<file path="src/rtl/mmu_sreg_pkg.sv">
package mmu_sreg_pkg;

  typedef enum logic [2:0] {
    RA_LO   = 3'd0,
    RA_HI   = 3'd1,
    RA_PID  = 3'd2,
    RA_ZPR  = 3'd3,
    RA_IDX  = 3'd4,
    RA_SRCH = 3'd5
  } reg_addr_e;

  typedef struct packed {
    logic wr_lo;
    logic wr_hi;
    logic wr_pid;
    logic wr_zpr;
    logic wr_idx;
    logic wr_srch;
    logic rd_hi;
    logic rd_ok;
  } acc_cmd_t;

  localparam logic [1:0] MMU_MIN_LEVEL = 2'd2;

endpackage

</file>
<file path="src/rtl/mmu_sreg_access.sv">
module mmu_sreg_access
  import mmu_sreg_pkg::*;
(
  input  logic [1:0] cfg_level,
  input  logic [1:0] cfg_acc,
  input  logic       busy,
  input  logic       reg_wr,
  input  logic       reg_rd,
  input  logic [2:0] reg_addr,
  input  logic       reg_ext,
  output acc_cmd_t   cmd
);

  logic unit_on;
  logic legal;
  logic priv_rd;
  logic priv_wr;
  logic wr_go;

  always_comb begin
    unit_on = (cfg_level >= MMU_MIN_LEVEL) && (cfg_acc != 2'd0) && !busy;
    legal   = unit_on && !(reg_ext && (reg_addr != RA_LO));
    priv_rd = cfg_acc[0];
    priv_wr = (cfg_acc > 2'd1);
    wr_go   = legal && reg_wr;

    cmd         = '0;
    cmd.wr_lo   = wr_go && (reg_addr == RA_LO);
    cmd.wr_hi   = wr_go && (reg_addr == RA_HI);
    cmd.wr_pid  = wr_go && priv_wr && (reg_addr == RA_PID);
    cmd.wr_zpr  = wr_go && priv_wr && (reg_addr == RA_ZPR);
    cmd.wr_idx  = wr_go && (reg_addr == RA_IDX);
    cmd.wr_srch = wr_go && priv_wr && (reg_addr == RA_SRCH);

    unique case (reg_addr)
      RA_LO, RA_HI, RA_PID, RA_ZPR: cmd.rd_ok = legal && priv_rd;
      RA_IDX:                       cmd.rd_ok = legal;
      default:                      cmd.rd_ok = 1'b0;
    endcase
    cmd.rd_hi = cmd.rd_ok && reg_rd && (reg_addr == RA_HI);
  end

endmodule

</file>
<file path="src/rtl/mmu_sreg_tlb_store.sv">
module mmu_sreg_tlb_store #(
  parameter int unsigned IDX_W  = 3,
  parameter int unsigned WORD_W = 32,
  parameter int unsigned TID_W  = 8
) (
  input  logic                clk,
  input  logic                rst_n,
  input  logic [IDX_W-1:0]    sel,
  input  logic                wr_data,
  input  logic                wr_upper,
  input  logic                wr_tag,
  input  logic [WORD_W-1:0]   wdata,
  input  logic [TID_W-1:0]    pid,
  output logic [WORD_W-1:0]   tag_rd,
  output logic [2*WORD_W-1:0] data_rd,
  output logic [TID_W-1:0]    tid_rd
);

  localparam int unsigned ENTRIES = 1 << IDX_W;

  logic [WORD_W-1:0]   tag_arr  [ENTRIES];
  logic [2*WORD_W-1:0] data_arr [ENTRIES];
  logic [TID_W-1:0]    tid_arr  [ENTRIES];

  for (genvar e = 0; e < ENTRIES; e++) begin : g_ent
    logic                hit_e;
    logic [WORD_W-1:0]   tag_q,  tag_d;
    logic [2*WORD_W-1:0] data_q, data_d;
    logic [TID_W-1:0]    tid_q,  tid_d;

    always_comb begin
      hit_e  = (sel == IDX_W'(e));
      tag_d  = tag_q;
      data_d = data_q;
      tid_d  = tid_q;
      if (hit_e && wr_tag) begin
        tag_d = wdata;
        tid_d = pid;
      end
      if (hit_e && wr_data) begin
        if (wr_upper) data_d[2*WORD_W-1:WORD_W] = wdata;
        else          data_d[WORD_W-1:0]        = wdata;
      end
    end

    always_ff @(posedge clk or negedge rst_n) begin
      if (!rst_n) begin
        tag_q  <= '0;
        data_q <= '0;
        tid_q  <= '0;
      end else if (hit_e && (wr_tag || wr_data)) begin
        tag_q  <= tag_d;
        data_q <= data_d;
        tid_q  <= tid_d;
      end
    end

    assign tag_arr[e]  = tag_q;
    assign data_arr[e] = data_q;
    assign tid_arr[e]  = tid_q;
  end

  assign tag_rd  = tag_arr[sel];
  assign data_rd = data_arr[sel];
  assign tid_rd  = tid_arr[sel];

endmodule

</file>
<file path="src/rtl/mmu_sreg_search.sv">
module mmu_sreg_search #(
  parameter int unsigned WORD_W   = 32,
  parameter int unsigned PAGE_LSB = 10
) (
  input  logic              clk,
  input  logic              rst_n,
  input  logic              start,
  input  logic [WORD_W-1:0] addr_in,
  input  logic              resp,
  output logic              busy,
  output logic [WORD_W-1:0] addr_out,
  output logic              done
);

  localparam logic [WORD_W-1:0] PAGE_MASK = ~((WORD_W'(1) << PAGE_LSB) - WORD_W'(1));

  logic              busy_q, busy_d;
  logic [WORD_W-1:0] addr_q, addr_d;

  always_comb begin
    busy_d = busy_q;
    addr_d = addr_q;
    if (start) begin
      busy_d = 1'b1;
      addr_d = addr_in & PAGE_MASK;
    end else if (busy_q && resp) begin
      busy_d = 1'b0;
    end
  end

  always_ff @(posedge clk or negedge rst_n) begin
    if (!rst_n) begin
      busy_q <= 1'b0;
      addr_q <= '0;
    end else begin
      busy_q <= busy_d;
      if (start) addr_q <= addr_d;
    end
  end

  assign busy     = busy_q;
  assign addr_out = addr_q;
  assign done     = busy_q && resp;

  AST_REQ_HELD: assert property (@(posedge clk) disable iff (!rst_n)
    (busy_q && !resp) |=> busy_q);

endmodule

</file>
<file path="src/rtl/mmu_sreg_if.sv">
module mmu_sreg_if
  import mmu_sreg_pkg::*;
#(
  parameter int unsigned IDX_W    = 3,
  parameter int unsigned PAGE_LSB = 10
) (
  input  logic             clk,
  input  logic             rst_n,
  input  logic [1:0]       cfg_mmu_level,
  input  logic [1:0]       cfg_tlb_access,
  input  logic             reg_wr,
  input  logic             reg_rd,
  input  logic [2:0]       reg_addr,
  input  logic             reg_ext,
  input  logic [31:0]      reg_wdata,
  output logic [31:0]      reg_rdata,
  output logic             srch_req,
  output logic [31:0]      srch_vaddr,
  output logic [7:0]       srch_pid,
  output logic [31:0]      zone_prot,
  input  logic             srch_resp,
  input  logic             srch_hit,
  input  logic [IDX_W-1:0] srch_hit_idx
);

  localparam int unsigned WORD_W = 32;
  localparam int unsigned TID_W  = 8;
  localparam int unsigned MISS_B = WORD_W - 1;

  acc_cmd_t            cmd;
  logic                busy;
  logic                srch_done;
  logic [WORD_W-1:0]   tag_rd;
  logic [2*WORD_W-1:0] data_rd;
  logic [TID_W-1:0]    tid_rd;

  logic [WORD_W-1:0]   idx_q, idx_d;
  logic [TID_W-1:0]    pid_q, pid_d;
  logic [WORD_W-1:0]   zpr_q, zpr_d;

  mmu_sreg_access u_access (
    .cfg_level (cfg_mmu_level),
    .cfg_acc   (cfg_tlb_access),
    .busy      (busy),
    .reg_wr    (reg_wr),
    .reg_rd    (reg_rd),
    .reg_addr  (reg_addr),
    .reg_ext   (reg_ext),
    .cmd       (cmd)
  );

  mmu_sreg_tlb_store #(
    .IDX_W  (IDX_W),
    .WORD_W (WORD_W),
    .TID_W  (TID_W)
  ) u_store (
    .clk      (clk),
    .rst_n    (rst_n),
    .sel      (idx_q[IDX_W-1:0]),
    .wr_data  (cmd.wr_lo),
    .wr_upper (reg_ext),
    .wr_tag   (cmd.wr_hi),
    .wdata    (reg_wdata),
    .pid      (pid_q),
    .tag_rd   (tag_rd),
    .data_rd  (data_rd),
    .tid_rd   (tid_rd)
  );

  mmu_sreg_search #(
    .WORD_W   (WORD_W),
    .PAGE_LSB (PAGE_LSB)
  ) u_search (
    .clk      (clk),
    .rst_n    (rst_n),
    .start    (cmd.wr_srch),
    .addr_in  (reg_wdata),
    .resp     (srch_resp),
    .busy     (busy),
    .addr_out (srch_vaddr),
    .done     (srch_done)
  );

  always_comb begin
    idx_d = idx_q;
    pid_d = pid_q;
    zpr_d = zpr_q;
    if (cmd.wr_idx) idx_d = {idx_q[MISS_B], reg_wdata[MISS_B-1:0]};
    if (srch_done) begin
      if (srch_hit) idx_d = WORD_W'(srch_hit_idx);
      else          idx_d[MISS_B] = 1'b1;
    end
    if (cmd.wr_pid) pid_d = reg_wdata[TID_W-1:0];
    if (cmd.rd_hi)  pid_d = tid_rd;
    if (cmd.wr_zpr) zpr_d = reg_wdata;
  end

  always_ff @(posedge clk or negedge rst_n) begin
    if (!rst_n) begin
      idx_q <= '0;
      pid_q <= '0;
      zpr_q <= '0;
    end else begin
      if (cmd.wr_idx || srch_done) idx_q <= idx_d;
      if (cmd.wr_pid || cmd.rd_hi) pid_q <= pid_d;
      if (cmd.wr_zpr)              zpr_q <= zpr_d;
    end
  end

  always_comb begin
    reg_rdata = '0;
    if (cmd.rd_ok) begin
      unique case (reg_addr)
        RA_LO:   reg_rdata = reg_ext ? data_rd[2*WORD_W-1:WORD_W] : data_rd[WORD_W-1:0];
        RA_HI:   reg_rdata = tag_rd;
        RA_PID:  reg_rdata = WORD_W'(pid_q);
        RA_ZPR:  reg_rdata = zpr_q;
        RA_IDX:  reg_rdata = idx_q;
        default: reg_rdata = '0;
      endcase
    end
  end

  assign srch_req  = busy;
  assign srch_pid  = pid_q;
  assign zone_prot = zpr_q;

  AST_IDX_FLAG_KEPT: assert property (@(posedge clk) disable iff (!rst_n)
    (cmd.wr_idx && !srch_done) |=> (idx_q[MISS_B] == $past(idx_q[MISS_B])));

  AST_HI_RD_LOADS_PID: assert property (@(posedge clk) disable iff (!rst_n)
    cmd.rd_hi |=> (pid_q == $past(tid_rd)));

  AST_MISS_FLAG_SET: assert property (@(posedge clk) disable iff (!rst_n)
    (srch_done && !srch_hit) |=> idx_q[MISS_B]);

  AST_SRCH_READS_ZERO: assert property (@(posedge clk) disable iff (!rst_n)
    (reg_addr == RA_SRCH) |-> (reg_rdata == '0));

  AST_OFF_FROZEN: assert property (@(posedge clk) disable iff (!rst_n)
    (((cfg_mmu_level < MMU_MIN_LEVEL) || (cfg_tlb_access == 2'd0)) && !busy)
      |=> ($stable(idx_q) && $stable(pid_q) && $stable(zpr_q)));

endmodule

</file>
<file path="config.mk">
export PLATFORM = sky130hd
export DESIGN_NAME = mmu_sreg_if
export DESIGN_NICKNAME = d
export VERILOG_FILES = /design/src/rtl/mmu_sreg_pkg.sv /design/src/rtl/mmu_sreg_access.sv /design/src/rtl/mmu_sreg_tlb_store.sv /design/src/rtl/mmu_sreg_search.sv /design/src/rtl/mmu_sreg_if.sv
export SDC_FILE = /design/constraint.sdc
export NUM_CORES = 1
export LEC_CHECK = 0
export BUFFER_PORTS_ARGS = -buffer_cell sky130_fd_sc_hd__buf_2
export CAP_MARGIN = 20
export CELL_PAD_IN_SITES_DETAIL_PLACEMENT = 0
export CELL_PAD_IN_SITES_GLOBAL_PLACEMENT = 1
export CORE_MARGIN = 2
export CORE_UTILIZATION = 49
export CTS_BUF_LIST = sky130_fd_sc_hd__clkbuf_4
export DETAILED_ROUTE_END_ITERATION = 8
export GPL_ROUTABILITY_DRIVEN = 0
export PLACE_DENSITY = 0.81
export RECOVER_POWER = 25
export SLEW_MARGIN = 5
export SYNTH_ARGS = -nofsm -noshare
export SYNTH_HDL_FRONTEND = slang
export SYNTH_SLANG_ARGS = --single-unit
</file>
<file path="constraint.sdc">
create_clock -name clk -period 2.41 [get_ports clk]
set_clock_uncertainty 0.1 [all_clocks]
set_input_delay 0.3615 -clock clk [delete_from_list [all_inputs] [get_ports clk]]
set_output_delay 0.3615 -clock clk [all_outputs]
set_load 0.02 [all_outputs]
</file>
==> After elaboration in Yosys (flattened, before gate mapping) <==
Cells that the tools add are included.
{ "totals": {"regBits": 927, "latchBits": 0, "ramBits": 0, "romBits": 0, "input_bits": 49, "out_inout_bits": 105, "wordCells": 154, "mem_count": 0} }
{ "classes": {"addsub": 0, "mul": 0, "div_mod_pow": 0, "order_cmp": 3, "n_eq_ne": 12, "shift": 0, "muxes": 21, "bitwise_logic": 2, "reduce_logical": 78} }
{ "op_table": {"columns": ["op", "count"], "rows": [
  ["$bmux 64 s3", 1],
  ["$mux 32", 5],
  ["$pmux 32 s5", 1],
  ["$mux 64", 2],
  ["$bmux 32 s3", 1],
  ["$mux 31", 2],
  ["$reduce_and 3->1", 16],
  ["$logic_and 1x1->1", 40],
  ["$mux 8", 4],
  ["$bmux 8 s3", 1],
  ["$reduce_and 2->1", 10],
  ["$eq 3x3->1 const B", 6],
  ["$eq 3x2->1 const B", 4],
  ["$eq 3x1->1 const B", 2],
  ["$logic_not 3->1", 2],
  ["$reduce_bool 2->1", 3],
  ["$ge 4x4->1 const B", 1],
  ["$not 3->4", 1],
  ["$reduce_or 4->1", 1],
  ["$logic_or 1x1->1", 3],
  ["$mux 1", 3],
  ["$reduce_bool 3->1", 1],
  ["$ge 2x2->1 const B", 1],
  ["$gt 2x1->1 const B", 1],
  ["3 further kinds", 4]
]} }

==> Logic depth before layout (Yosys ltp) <==
Gate-level depths: netlist of the first run.
{ "depth": {"ltp_word": 10, "depth_mapped": 9, "ltp_nobuf": 5} }

==> Hierarchy <==
Synthesis of the first run repeated with hierarchy kept, for this count alone.
{ "hier_totals": {"hier_cells": 3221, "area_unflattened_um2": 43381.6} }
{ "by_module_without_submodules": {"columns": ["mod", "instances", "cells_per_inst", "area_each_um2", "seq_area_each_um2"], "rows": [
  ["mmu_sreg_tlb_store", 1, 2712, 37831.3, 20820.0],
  ["mmu_sreg_if", 1, 428, 4463.0, 1801.7],
  ["mmu_sreg_search", 1, 61, 942.2, 575.6],
  ["mmu_sreg_access", 1, 20, 145.1, 0.0]
]} }

==> Least setup slack after synthesis of the first run <==
Ideal clock, no wire load.
{ "synth_path": {"kind": "reg2out", "from": "register idx_q[0]", "to": "output port reg_rdata[12]", "arrival_time_ns": 2.027, "t_required_ns": 1.949, "path_slack_ns": -0.078, "stages_incl_launch_ff": 9, "path_buffers": 3, "path_cell_list": "dfrtp_1 > buf_2 > buf_2 > buf_2 > mux4_2 > nand2_1 > nand2_1 > a22oi_1 > nand2_1"} }
{ "synth_via": {"elab_chain_len": 7, "word_cells_on_any_way": 10, "cone_classes": "mux (9); bitwise (1)"} }
{ "synth_rtl": {"columns": ["element", "line_no", "rtl"], "rows": [
  ["start, declared", "mmu_sreg_if.sv:37", "logic [WORD_W-1:0] idx_q, idx_d;"],
  ["start signal, assigned", "mmu_sreg_if.sv:104", "if (cmd.wr_idx || srch_done) idx_q <= idx_d;"],
  ["$not 3->4 (not written as such) *", "mmu_sreg_tlb_store.sv:63, mmu_sreg_tlb_store.sv:64", null],
  ["$bmux 64 s3", "mmu_sreg_tlb_store.sv:64", "assign data_rd = data_arr[sel];"],
  ["$mux 64 (not written as such) (2 in series)", "mmu_sreg_tlb_store.sv:64", null],
  ["$mux 32", "mmu_sreg_if.sv:114", "RA_LO: reg_rdata = reg_ext ? data_rd[2*WORD_W-1:WORD_W] : data_rd[WORD_W-1:0];"],
  ["$pmux 32 s5 *", "mmu_sreg_if.sv:113", "unique case (reg_addr)"],
  ["$mux 32 *", "mmu_sreg_if.sv:112", "if (cmd.rd_ok) begin"],
  ["end, declared", "mmu_sreg_if.sv:16", "output logic [31:0] reg_rdata,"]
]} }
Mark *: on every way between the ends. The rest lies on a longest branch, timed or not. The select of a mux whose other input is x is not followed.

==> Worst setup path in the final report of the first run <==
{ "layout_path": {"from": "register idx_q[0]", "to": "output port reg_rdata[30]"} }
The elaborated chain is that of the path after synthesis.

==> results of run 1 <==
## metrics by stage
step	utilization	setup slack (ns)	hold WS (ns)	cell area (sq um)	power (mW)
finish	0.606	-1.34	0.142	52400	38.2
global route	0.606	-1.46	0.0847	52400	39.9
CTS	0.591	-1.42	0.0434	51100	38.0
detailed placement	0.539	-0.281	0.271	46600	24.1
global placement	0.539	-0.299	0.285	46600	23.9
floorplan	-	0.00255	-0.0341	42600	21.3
## path summary, 6_finish.rpt
| kind | start | end | slack, ns | cells past startpoint |
|---|---|---|---|---|
| hold / removal | cfg_tlb_access[1] | u_search.busy | 0.14 | 7 |
| hold reg to reg | u_store.g_ent[3].data_q[6] | u_store.g_ent[3].data_q[6] | 0.39 | 1 |
| max in group asynchronous | rst_n | u_store.g_ent[7].data_q[55] | -0.03 | 4 |
| setup / recovery | idx_q[0] | reg_rdata[30] | -1.34 | 10 |
| setup reg to reg | idx_q[0] | u_store.g_ent[7].data_q[54] | -0.19 | 12 |
| min in group asynchronous | rst_n | u_store.g_ent[2].tid_q[5] | 1.25 | 4 |
## layout by cell type, fill, tap and decap left out, types with 6 or more instances in the layout
master / Yosys / layout
diode_2: 0 / 8
clkinv_1: 0 / 47
a21oi_1: 31 / 31
clkbuf_4: 0 / 347
buf_4: 45 / 169
clkbuf_1: 124 / 6
nor2_1: 17 / 11
conb_1: 1 / 10
clkbuf_16: 0 / 20
a2bb2oi_1: 8 / 8
buf_6: 15 / 37
dfrtp_1: 927 / 920
mux2_4: 0 / 111
a22oi_2: 0 / 20
nand2_2: 0 / 14
buf_2: 80 / 124
mux2_2: 877 / 771
clkbuf_2: 0 / 7
a22oi_1: 54 / 34
o21ai_0: 37 / 34
mux2_1: 46 / 41
a221o_1: 32 / 32
clkinv_2: 0 / 8
mux2i_1: 29 / 28
nor2_4: 0 / 14
buf_12: 0 / 103
nand2_1: 293 / 276
mux4_2: 170 / 170
o221ai_1: 32 / 32
dlygate4sd3_1: 0 / 51
nor4_4: 6 / 6
buf_8: 0 / 8
nor3_4: 2 / 7
a222oi_1: 24 / 24
buf_16: 0 / 12
## power groups by stage
stage               registers (mW)  logic (mW)  clock network [mW]
floorplan                     17.4        3.85                   0
global placement              17.4        6.43                   0
detailed placement            17.6        6.57                   0
CTS                           17.3        7.11                13.6
global route                  17.4        8.00                14.5
finish                        17.3        7.59                13.4
## registers in the layout, indices dropped and copies added (netlist names)
signal	flops
u_store.g_ent.data_q	512
u_store.g_ent.tag_q	256
u_store.g_ent.tid_q	64
idx_q	32
zone_prot	32
u_search.addr_out	22
srch_pid	8
u_search.busy	1
## logic make-up (layout without fill, tap and decap cells)
group / after synthesis / in the layout / share of synthesized area
and+or+nand+nor: 363 / 363 / 0.0383
AOI/OAI and AO/OA: 235 / 235 / 0.0421
buffers and inverters: 282 / 956 / 0.0338
other: 1 / 18 / 0.0000881
DFF: 927 / 927 / 0.545
muxes: 1122 / 1122 / 0.341
## cell usage after synthesis, types with 6 or more instances
| cell type | number | area share |
|---|---|---|
| a22oi_1 | 54 | 0.0095 |
| a2bb2oi_1 | 8 | 0.0016 |
| dfrtp_1 | 927 | 0.54 |
| mux2i_1 | 29 | 0.0068 |
| clkbuf_1 | 124 | 0.011 |
| a222oi_1 | 24 | 0.0056 |
| buf_4 | 45 | 0.0079 |
| nand3_1 | 7 | 0.00082 |
| nor4_4 | 6 | 0.0030 |
| buf_6 | 15 | 0.0040 |
| buf_2 | 80 | 0.0094 |
| and3_1 | 6 | 0.00088 |
| a21oi_1 | 31 | 0.0036 |
| mux2_2 | 877 | 0.23 |
| nor2_1 | 17 | 0.0015 |
| buf_1 | 14 | 0.0012 |
| nand2_1 | 293 | 0.026 |
| a221o_1 | 32 | 0.0075 |
| o221ai_1 | 32 | 0.0066 |
| nor2_2 | 8 | 0.0012 |
| o21ai_0 | 37 | 0.0043 |
| mux4_2 | 170 | 0.090 |
| mux2_1 | 46 | 0.012 |
## per-layer routing
layer,global-route usage,share of wire,vias up
li1,-,-,12000
met4,0.101,0.040,0
met3,0.0502,0.074,311
met1,0.376,0.41,15300
met5,0,0,-
met2,0.444,0.48,1308
## tightest hold or removal path, stage by stage
cell and delay [ns]:
buf_2 0.11, buf_4 0.14, nand2_1 0.08, or3_1 0.18, nor3b_4 0.07, buf_12 0.16
o21bai_1 0.17
## timing repair
item                                    4_1_cts  5_1_grt
pin swaps                                    16       38
gates resized for setup                     158      123
cloned                                        7       25
endpoints found under the hold margin      1790        0
hold buffers                                 52        0
setup buffers                                28       54
endpoints found under the setup margin      108      427
## layout make-up
type | count | area (sq um) | share of cell area
clock inverter | 65 | 404 | 0.00771
clock buffer | 339 | 2540 | 0.0485
inverter | 4 | 20.0 | 0.000382
tap | 1155 | 1450 | 0.0276
sequential | 927 | 23200 | 0.443
antenna | 8 | 20.0 | 0.000382
timing repair buffer | 548 | 6040 | 0.115
multi-input combinational | 1730 | 18800 | 0.358
==> reports/metrics.cfg, run 1 <==
[timing]
fmax_mhz=267
relSlewSlack=0.0951
setup_violations=330
min_period_ns=3.75
post-route-period-util=1.55
final.setup.tns_ns=-63.64
drv_slew=0
fin_ws_ns=-1.34
finalHoldViolations=0
worstMarginPinSlew_ns=1.36
rsz0062_at_grt=yes

[cts]
cts_tree=built
cts.clk_slew.worst_paths_ns=0.07
cts_buffer_depth=3
cts_sinks=927
cts_root_buf=clkbuf_4
htree_levels=4
clk_latency_ns=1.11
cts_buffers=233

[power_and_ir_drop]
p_int_mw=27.3
p_leak_nw=25.4
p_per_area_nw_per_um2=729
p_clk_frac=0.349
p_seq_frac=0.452
power_frac_comb=0.198
switching_share=0.286
switchingPower_mw=10.9
vdd.ir_drop.worst_mv=0.521

[global_route]
antenna_found_initial=3
grt_max_degree=117
grt_pass1_wl_mm=187
track_usage=0.275
grt_pass1_vias=30500
grt-ovfl-total=0

[layout]
drive_gt1_frac=0.551
nets=3493
fin_cells=4776
fillers=6416
area_growth_pct=23.2

[synth]
synth_area_per_cell_sq_um=14.5
ys.flop_type=dfrtp_1
syn_area_sq_um=42600
synth_edf_count=0
synth-warning-count=0
netlist_instances=2930
yosysSeqAreaShare=0.545
ys_ff_latch=927
ys_async_sr_fraction=1.00
synth.distinct_cells=48

[critical_path]
start_kind=flop
required_ns=1.95
path_max_fanout=7
cp.buffers_inverters=5
cpMaxStageDelayCell=dfrtp_4
arrival_ns=3.28
critPathMaxStageDelay_ns=0.53
crit_top_cell=buf_4
crit_chain=buf_12, buf_8, buf_4, mux2_2, o22ai_2, a21oi_1, a222oi_1, o21ai_1, buf_4, buf_6
crit_path_end_kind=primary output
crit_type=flop to primary output
path_delay_family=buffers and inverters

[floorplanning]
ios=154
core-area_sq_um=86500
die_h_um=299
num_rows=108
initial_core_util=0.492
dieArea_sq_um=89300
die_w_um=299

[job]
maxCapViolations=0

[drt]
routed_wl_mm=129
post_drt_wl_per_cell_um=27.0
first_pass_iters=7
ant_nets=0
viasPerCell=6.05
drt_iter0_markers=2724
via_count=28900
route.detailed.drc=0

[outcome]
failed_checks=setup timing
outcome=finished with violations

[min_path]
min_path_type=primary input to flop

[placement]
dp_hpwl_mm=74.9
io_buffers=142
dp.cells=4200

Note: power is estimated with default switching activity, not from simulation.
==> inputs of run 2 (changes only) <==
--- a/config.mk
+++ b/config.mk
@@ -5,7 +5,7 @@
 export SDC_FILE = /design/constraint.sdc
 export NUM_CORES = 1
 export LEC_CHECK = 0
-export BUFFER_PORTS_ARGS = -buffer_cell sky130_fd_sc_hd__buf_2
+export BUFFER_PORTS_ARGS = -buffer_cell sky130_fd_sc_hd__buf_4
 export CAP_MARGIN = 20
 export CELL_PAD_IN_SITES_DETAIL_PLACEMENT = 0
 export CELL_PAD_IN_SITES_GLOBAL_PLACEMENT = 1
==> reports/metrics.cfg, run 2 (synthesized netlist as in run 1, its figures left out) <==
[timing]
drv_slew=0  ; unchanged
final.setup.tns_ns=-96.31  ; was -63.64 ns
min_period_ns=3.81  ; was 3.75 ns
setup_violations=673  ; was 330
worstMarginPinSlew_ns=1.08  ; was 1.36 ns
fmax_mhz=263  ; was 267 MHz
rsz0062_at_grt=yes  ; unchanged
finalHoldViolations=0  ; unchanged
relSlewSlack=0.282  ; was 0.0951
post-route-period-util=1.58  ; was 1.55
fin_ws_ns=-1.40  ; was -1.34 ns

[layout]
drive_gt1_frac=0.564  ; was 0.551
multi_input_area_sq_um=19300  ; was 18,800 sq um
final_common_cell=dfrtp_1  ; unchanged
largest_reg_flops=512  ; unchanged
seqCellArea_sq_um=23200  ; about the same
reg_top3=u_store.g_ent.data_q: 512 flops, u_store.g_ent.tag_q: 256 flops, u_store.g_ent.tid_q: 64 flops  ; unchanged
nets=3563  ; was 3,493
fillers=6167  ; was 6,416
area_growth_pct=27.8  ; was 23.2%
mostFrequentLayoutCells=dfrtp_1, mux2_2, clkbuf_4  ; unchanged
regMostFlops=u_store.g_ent.data_q  ; unchanged

[drt]
drt_iter0_markers=2621  ; was 2,724
post_drt_wl_per_cell_um=27.7  ; was 27.0 um
first_pass_iters=9  ; was 7
ant_nets=0  ; unchanged
routed_wl_mm=134  ; was 129 mm
route.detailed.drc=0  ; unchanged
via_count=29300  ; was 28,900
viasPerCell=6.08  ; was 6.05

[global_route]
grt_max_degree=77  ; was 117
grt_pass1_vias=31500  ; was 30,500
grt_pass1_wl_mm=196  ; was 187 mm
track_usage=0.291  ; was 0.275
antenna_found_initial=3  ; unchanged
grt-ovfl-total=0  ; unchanged

[power_and_ir_drop]
p_leak_nw=26.1  ; was 25.4 nW
p_per_area_nw_per_um2=705  ; was 729 nW/um^2
power_mw=38.4  ; was 38.2 mW
vdd.ir_drop.worst_mv=0.527  ; was 0.521 mV

[placement]
dp_hpwl_mm=76.3  ; was 74.9 mm
place_ws_ns=-0.275  ; was -0.281 ns
io_buffers=142  ; unchanged

[floorplanning]
die_h_um=299  ; unchanged
die_w_um=299  ; unchanged
core-area_sq_um=86500  ; unchanged
dieArea_sq_um=89300  ; unchanged
initial_core_util=0.492  ; unchanged
ios=154  ; unchanged
num_rows=108  ; unchanged

[critical_path]
required_ns=1.95  ; about the same
crit_path_end_kind=primary output  ; unchanged
arrival_ns=3.34  ; was 3.28 ns
cpMaxStageDelayCell=dfrtp_4  ; unchanged
path_max_fanout=12  ; was 7
startpoint=idx_q[0]  ; unchanged
r2r_end=u_store.g_ent[6].data_q[40]  ; was u_store.g_ent[7].data_q[54]
critPathMaxStageDelay_ns=0.53  ; about the same
r2r_setup_slack_ns=-0.30  ; was -0.19 ns
start_kind=flop  ; unchanged
cp-endpoint=reg_rdata[30]  ; unchanged
crit_top_cell=buf_4  ; unchanged
crit_chain=buf_12, buf_16, buf_4, mux2_2, o22ai_2, a21oi_2, a222oi_1, o21ai_1, buf_4, buf_4  ; was buf_12, buf_8, buf_4, mux2_2, o22ai_2, a21oi_1, a222oi_1, o21ai_1, buf_4, buf_6
crit_type=flop to primary output  ; unchanged
r2r_cells=14  ; was 12
r2r-start=idx_q[0]  ; unchanged

[cts]
clk_latency_ns=1.14  ; was 1.11 ns
cts_sinks=927  ; unchanged
cts_root_buf=clkbuf_4  ; unchanged
cts_buffer_depth=3  ; unchanged
cts_buffers=233  ; unchanged
htree_levels=4  ; unchanged
cts_tree=built  ; unchanged
cts.clk_slew.worst_paths_ns=0.08  ; was 0.07 ns

[job]
maxCapViolations=0  ; unchanged

[outcome]
failed_checks=setup timing  ; unchanged
outcome=finished with violations  ; unchanged

[min_path]
min_path_type=primary input to flop  ; unchanged
hold_start=reg_wdata[27]  ; was cfg_tlb_access[1]

## run 2: cell types whose count changed in the layout (fill, tap and decap cells not counted), moves of 5 or more
| cell | delta |
|---|---|
| nand2_1 | -16 |
| clkinv_1 | -17 |
| buf_2 | -124 |
| clkinv_2 | -5 |
| buf_4 | +120 |
| buf_6 | +36 |
| o221ai_1 | -5 |
| buf_16 | +19 |
| o221ai_2 | +5 |
| buf_12 | +16 |
| dlygate4sd3_1 | +7 |
| mux2_2 | -125 |
| nand2_2 | +15 |
| mux2_4 | +126 |
## run 2: worst min path at each step
| stage | end | cells after the start | slack (ns) |
|---|---|---|---|
| after CTS | idx_q[22] | 4 | 0.0005 |
| after global placement | u_store.g_ent[4].tag_q[8] | 1 | 0.25 |
| after detailed placement | u_store.g_ent[4].tag_q[8] | 1 | 0.24 |
| final | idx_q[27] | 4 | 0.08 |
| after floorplan | idx_q[0] | 0 | -0.03 |
| after global routing | idx_q[4] | 4 | 0.05 |
## run 2: critical path: cells and delay by family, from the launching register on
kind,cells,cell delay [ns]
compound gates,4,0.63
buf+inv,5,0.75
flops,1,0.53
mux,1,0.27
## run 2: layer usage
layer  share of wire  global-route usage  up-vias
li1                -                   -    12100
met2            0.48               0.464     1395
met3           0.083              0.0702      349
met5               0                   0        -
met1            0.40               0.382    15500
met4           0.043               0.131        0
## run 2: layout make-up
class                           count  share of cell area
Antenna cell                        4            0.000184
Clock buffer                      345              0.0476
Clock inverter                     44             0.00501
Inverter                            4            0.000414
Multi-Input combinational cell   1730               0.355
Sequential cell                   927               0.427
Tap cell                         1155              0.0266
Timing Repair Buffer              618               0.139
## run 2: through the flow
step / utilization / cell area [sq um] / hold slack, ns / std cells
after global routing: 0.629 / 54400 / 0.0524 / 4826
after floorplan: - / 42600 / -0.0341 / 2939
after detailed placement: 0.548 / 47400 / 0.236 / 4254
after CTS: 0.615 / 53200 / 0.000523 / 4782
final: 0.629 / 54400 / 0.0828 / 4827
after global placement: 0.548 / 47400 / 0.246 / 4254
## run 2: what timing repair did
| action | in CTS | in global routing |
|---|---|---|
| setup endpoints to repair | 348 | 744 |
| setup buffers | 52 | 28 |
| gates resized for setup | 275 | 187 |
| hold buffers | 59 | 0 |
| cloned | 29 | 19 |
| hold endpoints to repair | 1790 | 0 |
| pin swaps | 34 | 44 |
## run 2: where the power goes
part | switching (mW) | internal [mW] | total (mW)
combinational | 3.86 | 4.04 | 7.90
clock | 6.39 | 6.77 | 13.2
sequential | 0.731 | 16.6 | 17.3
total | 11.0 | 27.4 | 38.4
